===== config.mk =====
export PLATFORM = sky130hd
export DESIGN_NAME = watch_alarm_timer
export DESIGN_NICKNAME = d
export VERILOG_FILES = /design/src/rtl/wt_pkg.sv /design/src/rtl/wt_watch_ctr.sv /design/src/rtl/wt_alarm_regs.sv /design/src/rtl/wt_alarm_match.sv /design/src/rtl/watch_alarm_timer.sv
export SDC_FILE = /design/constraint.sdc
export NUM_CORES = 1
export LEC_CHECK = 0
export CAP_MARGIN = 20
export CORE_MARGIN = 2
export CORE_UTILIZATION = 48
export DETAILED_ROUTE_END_ITERATION = 16
export MAX_ROUTING_LAYER = met4
export PLACE_DENSITY = 0.83
export SLEW_MARGIN = 20
export SYNTH_ARGS = -nofsm -noshare
export SYNTH_HDL_FRONTEND = slang
export SYNTH_SLANG_ARGS = --single-unit

===== constraint.sdc =====
create_clock -name clk -period 2.3 [get_ports clk]
set_input_delay 0.46 -clock clk [delete_from_list [all_inputs] [get_ports clk]]
set_output_delay 0.46 -clock clk [all_outputs]
set_load 0.02 [all_outputs]

===== src/rtl/wt_pkg.sv =====
// Shared definitions for the time-of-day counter.
// Assumes a 3-bit field select on the write port.
package wt_pkg;
    typedef enum logic [2:0] {
        FLD_ALM_HH = 3'd0,
        FLD_ALM_MM = 3'd1,
        FLD_ALM_SS = 3'd2,
        FLD_WCH_HH = 3'd3,
        FLD_WCH_MM = 3'd4,
        FLD_WCH_SS = 3'd5
    } fld_sel_e;

    localparam int NUM_FIELDS = 6;
endpackage


===== src/rtl/wt_watch_ctr.sv =====
// Running hour/minute/second counter stepped by a one-cycle tick.
// Assumes tick is a single-cycle pulse. A write strobe to a field overrides
// that field's step. Carries are formed from the pre-update values.
module wt_watch_ctr #(
    parameter int HR_W    = 5,
    parameter int MS_W    = 6,
    parameter int HR_LAST = 23,
    parameter int MS_LAST = 59
) (
    input  logic            clk,
    input  logic            rst_n,
    input  logic            tick,
    input  logic            wr_hh,
    input  logic            wr_mm,
    input  logic            wr_ss,
    input  logic [MS_W-1:0] wr_val,
    output logic [HR_W-1:0] hh,
    output logic [MS_W-1:0] mm,
    output logic [MS_W-1:0] ss
);
    localparam logic [HR_W-1:0] HR_LIM = HR_W'(HR_LAST);
    localparam logic [MS_W-1:0] MS_LIM = MS_W'(MS_LAST);

    logic            ss_wrap, mm_wrap, hh_wrap;
    logic            mm_step, hh_step;
    logic [HR_W-1:0] hh_load;

    // Carry chain: values at or above the last legal value roll over.
    always_comb begin
        ss_wrap = (ss >= MS_LIM);
        mm_wrap = (mm >= MS_LIM);
        hh_wrap = (hh >= HR_LIM);
        mm_step = tick && ss_wrap;
        hh_step = mm_step && mm_wrap;
        hh_load = (wr_val[HR_W-1:0] > HR_LIM) ? HR_LIM : wr_val[HR_W-1:0];
    end

    // Seconds register: write first, then tick step.
    always_ff @(posedge clk) begin
        if (!rst_n)       ss <= '0;
        else if (wr_ss)   ss <= wr_val;
        else if (tick)    ss <= ss_wrap ? '0 : ss + 1'b1;
    end

    // Minutes register: write first, then carry from seconds.
    always_ff @(posedge clk) begin
        if (!rst_n)       mm <= '0;
        else if (wr_mm)   mm <= wr_val;
        else if (mm_step) mm <= mm_wrap ? '0 : mm + 1'b1;
    end

    // Hours register: clamped write first, then carry from minutes.
    always_ff @(posedge clk) begin
        if (!rst_n)       hh <= '0;
        else if (wr_hh)   hh <= hh_load;
        else if (hh_step) hh <= hh_wrap ? '0 : hh + 1'b1;
    end
endmodule


===== src/rtl/wt_alarm_regs.sv =====
// Alarm time storage with a legality flag.
// Assumes masking has been done by the caller's slicing; values are
// stored without limiting, and an illegal time marks the alarm invalid.
module wt_alarm_regs #(
    parameter int HR_W    = 5,
    parameter int MS_W    = 6,
    parameter int HR_LAST = 23,
    parameter int MS_LAST = 59
) (
    input  logic            clk,
    input  logic            rst_n,
    input  logic            wr_hh,
    input  logic            wr_mm,
    input  logic            wr_ss,
    input  logic [MS_W-1:0] wr_val,
    output logic [HR_W-1:0] hh,
    output logic [MS_W-1:0] mm,
    output logic [MS_W-1:0] ss,
    output logic            valid
);
    localparam logic [HR_W-1:0] HR_LIM = HR_W'(HR_LAST);
    localparam logic [MS_W-1:0] MS_LIM = MS_W'(MS_LAST);

    // Field storage; reset to all ones, which is an illegal (disabled) time.
    always_ff @(posedge clk) begin
        if (!rst_n) begin
            hh <= '1;
            mm <= '1;
            ss <= '1;
        end else begin
            if (wr_hh) hh <= wr_val[HR_W-1:0];
            if (wr_mm) mm <= wr_val;
            if (wr_ss) ss <= wr_val;
        end
    end

    // Legality check of the stored alarm time.
    always_comb valid = (hh <= HR_LIM) && (mm <= MS_LIM) && (ss <= MS_LIM);
endmodule


===== src/rtl/wt_alarm_match.sv =====
// Sticky alarm event flag.
// Assumes the watch fields settle on the edge that samples the tick; the
// compare runs one cycle later. Set outranks clear.
module wt_alarm_match #(
    parameter int HR_W = 5,
    parameter int MS_W = 6
) (
    input  logic            clk,
    input  logic            rst_n,
    input  logic            tick,
    input  logic            clr,
    input  logic [HR_W-1:0] w_hh,
    input  logic [MS_W-1:0] w_mm,
    input  logic [MS_W-1:0] w_ss,
    input  logic [HR_W-1:0] a_hh,
    input  logic [MS_W-1:0] a_mm,
    input  logic [MS_W-1:0] a_ss,
    input  logic            a_valid,
    output logic            flag
);
    logic tick_q;
    logic hit;

    // Delay the tick so the compare sees the freshly stepped watch.
    always_ff @(posedge clk) begin
        if (!rst_n) tick_q <= 1'b0;
        else        tick_q <= tick;
    end

    // Match detect on the cycle after a tick.
    always_comb hit = tick_q && a_valid && (w_hh == a_hh) && (w_mm == a_mm) && (w_ss == a_ss);

    // Sticky flag with set priority over clear.
    always_ff @(posedge clk) begin
        if (!rst_n)   flag <= 1'b0;
        else if (hit) flag <= 1'b1;
        else if (clr) flag <= 1'b0;
    end
endmodule


===== src/rtl/watch_alarm_timer.sv =====
// Top level: decodes the field write port, then instantiates the watch
// counter, the alarm registers and the match flag.
// Assumes DATA_W > MS_W >= HR_W.
module watch_alarm_timer #(
    parameter int DATA_W  = 8,
    parameter int HR_W    = 5,
    parameter int MS_W    = 6,
    parameter int HR_LAST = 23,
    parameter int MS_LAST = 59
) (
    input  logic              clk,
    input  logic              rst_n,
    input  logic              tick_1hz,
    input  logic              wr_en,
    input  logic [2:0]        wr_sel,
    input  logic [DATA_W-1:0] wr_data,
    input  logic              alarm_clr,
    output logic [HR_W-1:0]   watch_hh,
    output logic [MS_W-1:0]   watch_mm,
    output logic [MS_W-1:0]   watch_ss,
    output logic [HR_W-1:0]   alarm_hh,
    output logic [MS_W-1:0]   alarm_mm,
    output logic [MS_W-1:0]   alarm_ss,
    output logic              alarm_valid,
    output logic              alarm_flag
);
    import wt_pkg::*;

    logic [NUM_FIELDS-1:0] strobe;
    logic [MS_W-1:0]       wr_val;
    logic                  unused_hi;

    // One strobe per field code; codes past the last field decode to nothing.
    for (genvar i = 0; i < NUM_FIELDS; i++) begin : g_dec
        assign strobe[i] = wr_en && (wr_sel == 3'(i));
    end

    // Keep only the widest field's bits of the data byte.
    assign wr_val    = wr_data[MS_W-1:0];
    assign unused_hi = ^wr_data[DATA_W-1:MS_W];

    wt_watch_ctr #(
        .HR_W(HR_W), .MS_W(MS_W), .HR_LAST(HR_LAST), .MS_LAST(MS_LAST)
    ) u_watch (
        .clk    (clk),
        .rst_n  (rst_n),
        .tick   (tick_1hz),
        .wr_hh  (strobe[FLD_WCH_HH]),
        .wr_mm  (strobe[FLD_WCH_MM]),
        .wr_ss  (strobe[FLD_WCH_SS]),
        .wr_val (wr_val),
        .hh     (watch_hh),
        .mm     (watch_mm),
        .ss     (watch_ss)
    );

    wt_alarm_regs #(
        .HR_W(HR_W), .MS_W(MS_W), .HR_LAST(HR_LAST), .MS_LAST(MS_LAST)
    ) u_alarm (
        .clk    (clk),
        .rst_n  (rst_n),
        .wr_hh  (strobe[FLD_ALM_HH]),
        .wr_mm  (strobe[FLD_ALM_MM]),
        .wr_ss  (strobe[FLD_ALM_SS]),
        .wr_val (wr_val),
        .hh     (alarm_hh),
        .mm     (alarm_mm),
        .ss     (alarm_ss),
        .valid  (alarm_valid)
    );

    wt_alarm_match #(
        .HR_W(HR_W), .MS_W(MS_W)
    ) u_match (
        .clk     (clk),
        .rst_n   (rst_n),
        .tick    (tick_1hz),
        .clr     (alarm_clr),
        .w_hh    (watch_hh),
        .w_mm    (watch_mm),
        .w_ss    (watch_ss),
        .a_hh    (alarm_hh),
        .a_mm    (alarm_mm),
        .a_ss    (alarm_ss),
        .a_valid (alarm_valid),
        .flag    (alarm_flag)
    );
endmodule


==> flow_summary_export.csv <==
group,metric,value,unit
global_routing,grt_pass1_wl,8.694,mm
synthesis,synthXorXnorAreaFrac,0.08041,
sta,hold_slack,0.5047,ns
synthesis,ys_seq_area_frac,0.3676,
global_routing,grt_max_degree,13,
synthesis,netlist_area,1961,sq um
pwr,ir_drop,0.3581,mV
cells_and_area,fillCellCount,328,
worst_setup_path,crit_required,1.84,ns
worst_setup_path,crit_path_start_kind,"flip-flop",
worst_setup_path,worstPathArrival,1.61,ns
sta,drv_slew,0,
sta,clock.fmax,482.7,MHz
placed_design,globalplace.congestion,0.8770,
routing,post_drt_wl_per_cell,16.54,um
clock_tree,cts.repair.resized,0,
clock_tree,h-tree-depth,2,
synthesis,synth_edf_count,0,
placed_design,port_buffers,49,
sta,hold_viol,0,
routing,vias_per_cell,6.000,
cells_and_area,fin_area,2636,sq um
sta,slew-limit-headroom,0.7105,
floorplanning,io_pins,52,
synthesis,syn_nets,251,
floorplanning,die-area,4612,sq um
sta,min_period,2.072,ns
flow_run,cap_violations,0,
synthesis,synth.avg_cell_area,8.451,sq um
worst_setup_path,end_kind,"primary output",
clock_tree,root_buffer,"clkbuf_8",
global_routing,grt_pass1_vias,1738,
global_routing,antenna_found_initial,0,
synthesis,yosysWarnings,0,
clock_tree,clockBufferDepth,2,
synthesis,synth_area_leaders,"dfxtp_1, xor2_1, nand2_1",
cells_and_area,fin_cells,338,
clock_tree,cts.sinks,36,
floorplanning,rows,23,
worst_setup_path,cp-startpoint,"u_alarm.ss[4]",
floorplanning,start_util,0.4937,
pwr,p_leak,1.057,nW
cells_and_area,drive_above_1_share,0.07986,
clock_tree,cts.hold.buffers_added,0,
cells_and_area,final_nets,306,
sta,worst_clock_skew,0.01250,ns
routing,dr.pass1.iters,4,
routing,drt_iter0_markers,158,
synthesis,synth_top_family_by_area,"simple AND/OR/NAND/NOR gates",
floorplanning,core_area,3971,sq um
sta,fin_tns_setup,0,ns
routing,totalWireLength,5.590,mm
global_routing,grt_usage,0.2612,
worst_setup_path,reg2reg_from,"u_watch.ss[1]",
worst_setup_path,worst-path-buf-inv,1,
routing,drcViolationCount,0,
clock_tree,path_clk_slew,0.08,ns
pwr,p_per_area,507.2,nW/um^2
sta,tightest_slew,0.4330,ns
placed_design,placed_cells,330,
floorplanning,die_x,67.91,um
synthesis,synthMuxAreaShare,0.05105,
clock_tree,cts_tree,"built",
synthesis,syn_inst,232,
clock_tree,postCtsSetupBuffers,0,
run_status,status,"completed",
worst_setup_path,critPathKind,"reg2out",
cells_and_area,area_delta_synth_final,34.46,%
routing,vias,2028,
global_routing,global_route.overflow_total,0,
synthesis,synth-simple-area-share,0.2476,
clock_tree,clock_latency,0.30,ns
worst_setup_path,path_delay_family,"buffers and inverters",
routing,postRouteAntennaNets,0,
sta,rsz0062_at_grt,"no",
synthesis,async_flop_share,0,
synthesis,synth_top_area_cell,"dfxtp_1",
placed_design,post_dp_cell_area,2549,sq um
clock_tree,cts_buffers,5,
placed_design,hpwlAfterDp,3.923,mm
floorplanning,die_y,67.91,um
synthesis,yosysUniqueCellTypes,42,
synthesis,synth_compound_area_frac,0.2004,
cells_and_area,n_antenna_cell,0,
min_path,worstHoldStart,"u_alarm.hh[1]",
worst_setup_path,worstPathCellList,"nand4_1 > and3_1 > clkdlybuf4s50_1",
min_path,min_path_type,"reg2reg",
synthesis,yosys.area.top_type_share,0.3676,
synthesis,ys_ff_latch,36,
synthesis,yosys.area_share.adder,0.01914,
synthesis,synth_ff_type,"dfxtp_1",
worst_setup_path,crit_slowest_cell,"clkdlybuf4s50_1",
worst_setup_path,cp_max_fo,4,
sta,post-route-period-util,0.9008,
sta,finalSetupViolations,0,
worst_setup_path,cpPeakStageDelay,0.53,ns
## worst min-delay path, delay by kind of cell (launching register included)
family / cells / cell delay (ns)
DFF: 1 / 0.34
and+or+nand+nor: 2 / 0.12
## cells in the final DEF, fill, tap and decap left out, types with 2 or more instances in the layout
cell,n
o21ai_0,21
or4_1,2
nand4b_1,3
o211ai_1,5
and3_1,2
or3_1,5
nor2_1,7
clkinv_2,2
xor2_1,17
nand3b_1,4
and2_1,2
clkbuf_8,5
inv_1,3
clkdlybuf4s50_1,49
nor2b_1,2
a21oi_1,9
nor4_1,4
dfxtp_1,36
a311oi_1,3
nand2b_1,2
buf_4,12
mux2i_1,10
nand2_1,29
nand4_1,7
a31oi_1,12
nand3_1,15
ha_1,3
## final cells by class
type                    count  area, sq um  share of cell area
well taps                  50        62.56             0.02373
inverters                   3        11.26            0.004271
flip-flops and latches     36        720.7              0.2734
repair buffers             61        580.6              0.2202
clock buffers               5        68.82             0.02610
clock inverters             3        18.77            0.007119
multi-input cells         180         1174              0.4452
## cell usage after synthesis, drive strengths merged, types with 2 or more instances
master,instances
a21oi,9
a311oi,3
a31oi,12
and2,2
and3,2
buf,3
clkbuf,10
dfxtp,36
ha,3
inv,3
mux2i,10
nand2,29
nand2b,2
nand3,16
nand3b,4
nand4,7
nand4b,3
nor2,7
nor2b,2
nor4,4
o2111a,2
o211ai,5
o21ai,21
or3,5
or4,2
xor2,17
## power by group
| part | internal (mW) | switching (mW) | total [mW] |
|---|---|---|---|
| clock network | 0.211 | 0.240 | 0.451 |
| registers | 0.644 | 0.0309 | 0.675 |
| logic | 0.0990 | 0.112 | 0.211 |
| total | 0.954 | 0.383 | 1.34 |
## per-layer routing
metal  track usage  part of all wire  vias up  wire [um]
met5             -                 0        -          0
met4       0.09500             0.015        0         86
met3       0.04605             0.077        8        429
met2        0.3897              0.47      103       2605
met1        0.3545              0.44      944       2469
li1              -                 -      973          -
## path summary, 6_finish.rpt
| check | end | slack [ns] | cells past startpoint |
|---|---|---|---|
| min reg2reg | u_alarm.hh[1] | 0.50 | 2 |
| max reg2reg | u_watch.hh[3] | 0.24 | 5 |
| max | alarm_valid | 0.23 | 3 |
| min | u_alarm.hh[1] | 0.50 | 2 |
## logic make-up after synthesis
group                      after synthesis
and+or+nand+nor                         89
xor gates and xnor gates                18
AOI/OAI and AO/OA                       60
DFF                                     36
buffers and inverters                   16
muxes                                   10
adders and majority gates                3
## sequential cells by signal, summed over array words and instances (netlist names)
signal          cells
u_match.tick_q      1
u_watch.mm          6
u_alarm.hh          5
u_alarm.mm          6
u_match.flag        1
u_watch.hh          5
u_watch.ss          6
u_alarm.ss          6
## metrics by stage
step           power (mW)  worst slack, ns  utilization
6_report            1.337           0.2282       0.6638
5_1_grt             1.391           0.1677       0.6638
4_1_cts             1.344           0.2433       0.6638
3_5_place_dp       0.8957           0.1826       0.6418
3_3_place_gp       0.8915           0.1964       0.6418
2_1_floorplan      0.7855           0.3235            -
(Power assumes the default switching activity.)
